File: src/rtl/evt_pkg.sv
`timescale 1ns/1ps
package evt_pkg;
  typedef enum logic [2:0] {
    EV_FALL = 3'd0,
    EV_RISE = 3'd1,
    EV_BOTH = 3'd2,
    EV_LOW  = 3'd3,
    EV_HIGH = 3'd4
  } evt_mode_e;

  localparam int SEL_W = 3;

  localparam logic [7:0] OFS_ARM    = 8'h20;
  localparam logic [7:0] OFS_DISARM = 8'h24;
  localparam logic [7:0] OFS_MASKV  = 8'h28;
  localparam logic [7:0] OFS_PEND   = 8'h2C;
endpackage

File: src/rtl/evt_rst_sync.sv
`timescale 1ns/1ps
module evt_rst_sync (
  input  logic clk,
  input  logic arst_n,
  output logic rst_n_o
);
  logic [1:0] sync_q;
  logic [1:0] sync_d;

  always_comb sync_d = {sync_q[0], 1'b1};

  always_ff @(posedge clk or negedge arst_n) begin
    if (!arst_n) sync_q <= 2'b00;
    else         sync_q <= sync_d;
  end

  assign rst_n_o = sync_q[1];
endmodule

File: src/rtl/evt_line_detect.sv
`timescale 1ns/1ps
module evt_line_detect
  import evt_pkg::*;
(
  input  logic             clk,
  input  logic             rst_n,
  input  logic             lvl_i,
  input  logic [SEL_W-1:0] sel_i,
  output logic             hit_o
);
  logic prev_q;
  logic prev_d;
  logic hit;

  always_comb prev_d = lvl_i;

  always_ff @(posedge clk or negedge rst_n) begin
    if (!rst_n) prev_q <= 1'b0;
    else        prev_q <= prev_d;
  end

  always_comb begin
    case (sel_i)
      EV_FALL: hit = prev_q & ~lvl_i;
      EV_RISE: hit = ~prev_q & lvl_i;
      EV_BOTH: hit = prev_q ^ lvl_i;
      EV_LOW:  hit = ~lvl_i;
      EV_HIGH: hit = lvl_i;
      default: hit = 1'b0;
    endcase
  end

  assign hit_o = hit;

  AST_RSV_QUIET: assert property (@(posedge clk) disable iff (!rst_n)
    (sel_i > 3'd4) |-> !hit_o);

  AST_EDGE_NEEDS_CHANGE: assert property (@(posedge clk) disable iff (!rst_n)
    ((sel_i <= 3'd2) && hit_o) |=> ($past(lvl_i) != $past(prev_q)));

  AST_LEVEL_TRACKS_PIN: assert property (@(posedge clk) disable iff (!rst_n)
    (sel_i == 3'd4) |-> (hit_o == lvl_i));
endmodule

File: src/rtl/evt_mask_reg.sv
`timescale 1ns/1ps
module evt_mask_reg #(
  parameter int NUM_LINES = 32
) (
  input  logic                 clk,
  input  logic                 rst_n,
  input  logic                 set_i,
  input  logic                 clr_i,
  input  logic [NUM_LINES-1:0] wdata_i,
  output logic [NUM_LINES-1:0] mask_o
);
  logic [NUM_LINES-1:0] mask_q;
  logic [NUM_LINES-1:0] mask_d;
  logic                 mask_en;

  always_comb begin
    mask_en = set_i | clr_i;
    mask_d  = mask_q;
    if (set_i) mask_d = mask_q | wdata_i;
    if (clr_i) mask_d = mask_d & ~wdata_i;
  end

  always_ff @(posedge clk or negedge rst_n) begin
    if (!rst_n)       mask_q <= '0;
    else if (mask_en) mask_q <= mask_d;
  end

  assign mask_o = mask_q;

  AST_ARM_SETS: assert property (@(posedge clk) disable iff (!rst_n)
    set_i |=> ((mask_o & $past(wdata_i)) == $past(wdata_i)));

  AST_DISARM_CLEARS: assert property (@(posedge clk) disable iff (!rst_n)
    clr_i |=> ((mask_o & $past(wdata_i)) == '0));

  AST_ZERO_BITS_KEEP: assert property (@(posedge clk) disable iff (!rst_n)
    (set_i || clr_i) |=> ((mask_o & ~$past(wdata_i)) == ($past(mask_o) & ~$past(wdata_i))));

  AST_MASK_HOLD: assert property (@(posedge clk) disable iff (!rst_n)
    (!set_i && !clr_i) |=> $stable(mask_o));
endmodule

File: src/rtl/evt_pend_reg.sv
`timescale 1ns/1ps
module evt_pend_reg #(
  parameter int NUM_LINES = 32
) (
  input  logic                 clk,
  input  logic                 rst_n,
  input  logic [NUM_LINES-1:0] hit_i,
  input  logic                 rd_clr_i,
  output logic [NUM_LINES-1:0] pend_o
);
  logic [NUM_LINES-1:0] pend_q;
  logic [NUM_LINES-1:0] pend_d;
  logic [NUM_LINES-1:0] kept;

  always_comb begin
    kept   = rd_clr_i ? '0 : pend_q;
    pend_d = kept | hit_i;
  end

  always_ff @(posedge clk or negedge rst_n) begin
    if (!rst_n) pend_q <= '0;
    else        pend_q <= pend_d;
  end

  assign pend_o = pend_q;

  AST_PEND_STICKY: assert property (@(posedge clk) disable iff (!rst_n)
    !rd_clr_i |=> ((pend_o & $past(pend_o)) == $past(pend_o)));

  AST_READ_KEEPS_NEW: assert property (@(posedge clk) disable iff (!rst_n)
    rd_clr_i |=> (pend_o == $past(hit_i)));
endmodule

File: src/rtl/evt_bus_decode.sv
`timescale 1ns/1ps
module evt_bus_decode
  import evt_pkg::*;
#(
  parameter int ADDR_W = 8
) (
  input  logic [ADDR_W-1:0] addr_i,
  input  logic              wr_i,
  input  logic              rd_i,
  output logic              arm_o,
  output logic              disarm_o,
  output logic              mask_rd_o,
  output logic              pend_rd_o
);
  always_comb begin
    arm_o     = wr_i && (addr_i == ADDR_W'(OFS_ARM));
    disarm_o  = wr_i && (addr_i == ADDR_W'(OFS_DISARM));
    mask_rd_o = rd_i && (addr_i == ADDR_W'(OFS_MASKV));
    pend_rd_o = rd_i && (addr_i == ADDR_W'(OFS_PEND));
  end
endmodule

File: src/rtl/gpio_irq_events.sv
`timescale 1ns/1ps
module gpio_irq_events
  import evt_pkg::*;
#(
  parameter int NUM_LINES = 32,
  parameter int ADDR_W    = 8
) (
  input  logic                       clk,
  input  logic                       arst_n,
  input  logic [NUM_LINES-1:0]       pin_lvl,
  input  logic [NUM_LINES*SEL_W-1:0] evt_sel,
  input  logic [ADDR_W-1:0]          bus_addr,
  input  logic                       bus_wr,
  input  logic                       bus_rd,
  input  logic [NUM_LINES-1:0]       bus_wdata,
  output logic [NUM_LINES-1:0]       bus_rdata,
  output logic                       irq
);
  logic                 rst_n;
  logic [NUM_LINES-1:0] hit;
  logic [NUM_LINES-1:0] pend;
  logic [NUM_LINES-1:0] mask;
  logic                 arm_stb;
  logic                 disarm_stb;
  logic                 mask_rd;
  logic                 pend_rd;

  evt_rst_sync u_rst (
    .clk     (clk),
    .arst_n  (arst_n),
    .rst_n_o (rst_n)
  );

  for (genvar i = 0; i < NUM_LINES; i++) begin : g_line
    evt_line_detect u_det (
      .clk   (clk),
      .rst_n (rst_n),
      .lvl_i (pin_lvl[i]),
      .sel_i (evt_sel[i*SEL_W +: SEL_W]),
      .hit_o (hit[i])
    );
  end

  evt_bus_decode #(.ADDR_W(ADDR_W)) u_dec (
    .addr_i    (bus_addr),
    .wr_i      (bus_wr),
    .rd_i      (bus_rd),
    .arm_o     (arm_stb),
    .disarm_o  (disarm_stb),
    .mask_rd_o (mask_rd),
    .pend_rd_o (pend_rd)
  );

  evt_mask_reg #(.NUM_LINES(NUM_LINES)) u_mask (
    .clk     (clk),
    .rst_n   (rst_n),
    .set_i   (arm_stb),
    .clr_i   (disarm_stb),
    .wdata_i (bus_wdata),
    .mask_o  (mask)
  );

  evt_pend_reg #(.NUM_LINES(NUM_LINES)) u_pend (
    .clk      (clk),
    .rst_n    (rst_n),
    .hit_i    (hit),
    .rd_clr_i (pend_rd),
    .pend_o   (pend)
  );

  always_comb begin
    bus_rdata = '0;
    if (pend_rd)      bus_rdata = pend;
    else if (mask_rd) bus_rdata = mask;
  end

  assign irq = |(pend & mask);

  AST_ONE_STROBE: assert property (@(posedge clk) disable iff (!rst_n)
    $onehot0({arm_stb, disarm_stb, mask_rd, pend_rd}));

  AST_QUIET_UNMASKED: assert property (@(posedge clk) disable iff (!rst_n)
    (mask == '0) |-> !irq);

  AST_IRQ_NEEDS_PEND: assert property (@(posedge clk) disable iff (!rst_n)
    (pend == '0) |-> !irq);

  AST_RESET_QUIET: assert property (@(posedge clk)
    !rst_n |-> (!irq && (pend == '0) && (mask == '0)));
endmodule

File: config.mk
export PLATFORM = sky130hd
export DESIGN_NAME = gpio_irq_events
export DESIGN_NICKNAME = d
export VERILOG_FILES = /design/src/rtl/evt_pkg.sv /design/src/rtl/evt_rst_sync.sv /design/src/rtl/evt_line_detect.sv /design/src/rtl/evt_mask_reg.sv /design/src/rtl/evt_pend_reg.sv /design/src/rtl/evt_bus_decode.sv /design/src/rtl/gpio_irq_events.sv
export SDC_FILE = /design/constraint.sdc
export NUM_CORES = 1
export LEC_CHECK = 0
export BUFFER_PORTS_ARGS = -buffer_cell sky130_fd_sc_hd__buf_2
export CAP_MARGIN = 20
export CORE_UTILIZATION = 52
export DETAILED_ROUTE_END_ITERATION = 7
export PLACE_DENSITY = 0.82
export SETUP_SLACK_MARGIN = 0.02
export SLEW_MARGIN = 0
export SYNTH_ARGS = -nofsm -noshare
export SYNTH_HDL_FRONTEND = slang
export SYNTH_SLANG_ARGS = --single-unit
File: constraint.sdc
create_clock -name clk -period 3.98 [get_ports clk]
set_clock_uncertainty 0.15 [all_clocks]
set_input_delay 0.796 -clock clk [delete_from_list [all_inputs] [get_ports clk]]
set_output_delay 0.796 -clock clk [all_outputs]
set_load 0.01 [all_outputs]
; Yosys cells after proc, flatten, opt, wreduce, memory -nomap -nowiden
; Index checks and enable logic that the tools add are counted.
[word_totals]
ff_bits = 98
inputBits = 172
output_inout_bits = 33
word_cells = 407
[classes]
n_eq_ne = 132
muxes = 37
bitwise = 166
reduce_logical = 37
[op_table]
columns = op, n
row1 = equality test 3 x 2 -> 1 bit (second input constant), 64
row2 = two-way mux 32 bit, 5
row3 = one-hot mux 1 bit (5 select lines), 32
row4 = equality test 3 x 1 -> 1 bit (second input constant), 32
row5 = equality test 3 bit (second input constant), 32
row6 = logical NOT 3 bit, 32
row7 = AND 1 bit, 64
row8 = AND 32 bit, 2
row9 = inverter 1 bit, 64
row10 = OR 32 bit, 2
row11 = equality test 8 x 6 -> 1 bit (second input constant), 4
row12 = inverter 32 bit, 1
row13 = OR reduction 32 bit, 1
row14 = XOR 1 bit, 32
row15 = logical AND 1 bit, 4
row16 = OR 1 bit, 1

; Logic depth before layout (Yosys ltp)
[depth]
word_depth = 5
ltp_mapped = 7
mapped_depth_nobuf = 6

; Hierarchy
; From an unflattened synthesis, not the netlist that was laid out.
[unflattened]
hier_cells = 567
area_unflattened_um2 = 6050.8
[by_module_without_submodules]
columns = module, instances, cells_per_inst, area_per_inst_um2, seq_area_each_um2
row1 = evt_line_detect, 32, 10, 100.1, 25.0
row2 = evt_mask_reg, 1, 102, 1169.9, 800.8
row3 = evt_pend_reg, 1, 68, 1081.0, 800.8
row4 = gpio_irq_events, 1, 65, 484.2, 0.0
row5 = evt_bus_decode, 1, 9, 58.8, 0.0
row6 = evt_rst_sync, 1, 3, 53.8, 50.0

; Least setup slack after synthesis
; No wires, ideal clock.
[synth_path]
path_type = in2out
start = input port bus_addr[4]
end = output port bus_rdata[10]
arrival_time_ns = 2.314
required_ns = 3.034
path_slack_ns = 0.720
path_stages = 5
path_buffers = 2
path_cell_list = or4b_1 or4_1 buf_2 clkbuf_1 nor2_1
[synth_via]
elab_chain_cells = 4
word_cells_on_any_way = 6
classes_between = 2 x eq/ne / 2 x mux / 2 x reduce/logical
[synth_lines]
columns = element, line
row1 = start: declaration, gpio_irq_events.sv:12  ; input logic [ADDR_W-1:0] bus_addr,
row2 = equality test 8 x 6 -> 1 bit, evt_bus_decode.sv:18  ; mask_rd_o = rd_i && (addr_i == ADDR_W'(OFS_MASKV));
row3 = logical AND 1 bit, evt_bus_decode.sv:18
row4 = two-way mux 32 bit, gpio_irq_events.sv:74  ; else if (mask_rd) bus_rdata = mask;
row5 = two-way mux 32 bit *, gpio_irq_events.sv:73  ; if (pend_rd) bus_rdata = pend;
row6 = end: declaration, gpio_irq_events.sv:16  ; output logic [NUM_LINES-1:0] bus_rdata,
; Mark *: on every way between the ends. The rest lies on a longest branch, timed or not.

; Worst setup path in the final report
[layout_path]
start = input port bus_addr[7]
end = output port bus_rdata[13]
; The elaborated chain is that of the path after synthesis.

==> results.yml <==
timing:
  holdWs_ns: 0.0891
  fin_ws_ns: 0.504
  fin_crit_ns: 3.48
  max_slew_margin_pct: 35.1
  min_period_over_period_pct: 87.3
  tns_ns: 0
  setup_viol: 0
  rsz0062_at_grt: "no"
  max_freq_mhz: 288
  tightest_slew_ns: 0.974
  final-hold-violation-count: 0
  drv_slew: 0
die:
  die_x_um: 111
  die_area_um2: 12400
  die_h_um: 111
  placementRows: 39
  core_um2: 11600
  initial_core_util_pct: 53.9
  io_pins: 205
status:
  status: "finished with violations"
  violations: "DRC"
global_route:
  grt_pass1_wl_um: 25200
  grt.total_usage_pct: 25.5
  grt_pass1_vias: 5376
  grt_antenna_before_repair: 0
  grt_overflow: 0
  grt_max_degree: 74
worst_setup_path:
  critical_path_arrival_ns: 2.53
  end_kind: "primary output"
  rr_startpoint: "g_line[0].u_det.prev_q$_DFF_PN0_"
  worst-setup-path-type: "input port to primary output"
  cp_max_fo: 33
  reg2reg_to: "u_pend.pend_o[0]$_DFF_PN0_"
  worstRegToRegCells: 5
  r2r_slack_ns: 2.17
  crit_required_ns: 3.03
  startpoint_type: "input port"
power_and_ir_drop:
  ir_drop_v: 0.000175
  p_switching_uw: 579
  p_seq_share_pct: 48.2
  pwr-share-clk_pct: 33.9
  p_int_mw: 1.68
  leakagePower_nw: 3.92
  p_comb_share_pct: 18.0
  swShare_pct: 25.6
  power_density_nw_per_um2: 295
  finalPower_mw: 2.26
detailed_routing:
  ant_nets: 0
  post_drt_wl_per_cell_um: 16.6
  wl_um: 15100
  first_pass_iters: 7
  drt-initial-drc-count: 249
  vias: 5148
  viasPerCell: 5.64
  drc_errors: 13
yosys:
  synthTopCellsByArea: "dfrtp_1 (39%), ha_1 (13%), mux4_2 (12%)"
  ys_ff_latch: 98
  postSynthCellCount: 565
  yosys_warnings: 0
  avgSynthCellArea_um2: 11.0
  synth_nets: 801
  seq_area_frac_synth_pct: 39.4
  netlist_area_um2: 6230
  synth_enable_flop_cells: 0
  synth_top_area_cell: "dfrtp_1"
  synthArstFlopShare_pct: 100
  ys.flop_type: "dfrtp_1"
  synth_top_area_share_pct: 39.4
  synth.distinct_cells: 27
  synth_commonest_cells: "dfrtp_1 (98), inv_1 (98), ha_1 (64)"
clock_tree:
  cts.repair.resized: 0
  clock-sinks: 98
  numCtsBuffers: 9
  clock_latency_ns: 0.33
  cts_root_buf: "clkbuf_16"
  htreeDepth: 3
  cts_tree: "done"
  post_cts_buffers: 0
  clk_path_buf_depth: 2
  cts.clk_slew.worst_paths_ns: 0.07
  hold_buffers: 0
placed_design:
  pre_cts_ws_ns: 0.534
  io_buffers: 204
  hpwl_um: 12000
  gp_congestion: 0.806
job:
  drv_cap: 0
final_layout:
  synthToLayoutAreaGrowth_pct: 22.8
  n_antenna_cell: 0
  drive_gt1_share_pct: 33.9
  layout.nets: 1002
  seqCellArea_um2: 2460
  final.fill_count: 914
  multiInputGateArea_um2: 3300
worst_hold_path:
  hp-class: "input port to async pin"
==> power groups by stage <==
stage / clock (mW) / combinational, mW / sequential, mW
CTS: 0.781 / 0.410 / 1.09
floorplan: 0 / 0.229 / 1.10
finish: 0.765 / 0.406 / 1.09
global route: 0.814 / 0.455 / 1.10
global placement: 0 / 0.381 / 1.10
detailed placement: 0 / 0.408 / 1.11
==> critical path: stages <==
cell	delay [ns]
buf_2	0.11
or4b_1	0.53
or4_1	0.48
buf_4	0.27
nor2_1	0.17
buf_2	0.14
==> cells in the final DEF, fill, tap and decap left out <==
master     Yosys  routed
buf_2          1     204
inv_1         98      98
dfrtp_1       98      97
ha_1          64      64
mux4_2        32      32
mux2i_1       32      32
nor2_1        32      32
nor2b_1       31      31
nor4b_1       31      31
a211o_1       31      31
a21oi_1       26      26
a31oi_1       26      26
a22oi_1       16      16
clkbuf_16      0       9
nand2_1        8       8
mux2_2         6       6
buf_4          0       5
nand4_1        4       4
clkbuf_1      11       4
or4_1          2       2
buf_12         0       2
or4b_1         1       1
or2_1          1       1
o32ai_1        1       1
a21o_1         1       1
nand2b_1       1       1
nor4_2         0       1
clkinv_2       0       1
conb_1         1       1
dfrtp_4        0       1
==> through the flow <==
stage,instance area (um2),std cells,utilization (%)
6_report,7650,912,66.2
3_5_place_dp,7410,898,64.0
4_1_cts,7650,912,66.2
2_1_floorplan,6230,565,-
5_1_grt,7650,912,66.2
3_3_place_gp,7410,898,64.0
==> worst max-delay path by stage <==
| stage | startpoint | endpoint | slack, ns | cells after the start |
|---|---|---|---|---|
| floorplan | bus_addr[4] | bus_rdata[10] | 0.72 | 5 |
| global placement | bus_addr[7] | bus_rdata[4] | 0.59 | 6 |
| detailed placement | bus_addr[7] | bus_rdata[13] | 0.53 | 6 |
| CTS | bus_addr[7] | bus_rdata[22] | 0.53 | 6 |
| global route | bus_addr[7] | bus_rdata[9] | 0.42 | 6 |
| finish | bus_addr[7] | bus_rdata[13] | 0.50 | 6 |
==> layout make-up <==
| cell class | instances | area share, % |
|---|---|---|
| inverters | 98 | 4.81 |
| clock inverters | 1 | 0.0654 |
| repair buffers | 211 | 14.4 |
| clock buffers | 13 | 3.14 |
| multi-input cells | 348 | 43.2 |
| flip-flops and latches | 98 | 32.1 |
| well taps | 143 | 2.34 |
==> routing by layer <==
metal | vias to the layer above | wire, um | share of wire, % | track usage [%]
li1 | 2416 | - | - | -
met4 | 0 | 423 | 2.8 | 11.5
met1 | 2529 | 6020 | 40 | 30.5
met3 | 36 | 843 | 5.6 | 5.06
met2 | 167 | 7810 | 52 | 44.8
met5 | - | 0 | 0 | 0
==> logic make-up after synthesis <==
logic type	count (synthesis)	share of synthesized area (%)
and+or+nand+nor	112	11.0
other	1	0.0602
AOI/OAI and AO/OA	101	11.2
muxes	70	17.8
adders and majority gates	64	12.9
DFF	98	39.4
buffers and inverters	119	7.67
(Power assumes the default switching activity.)
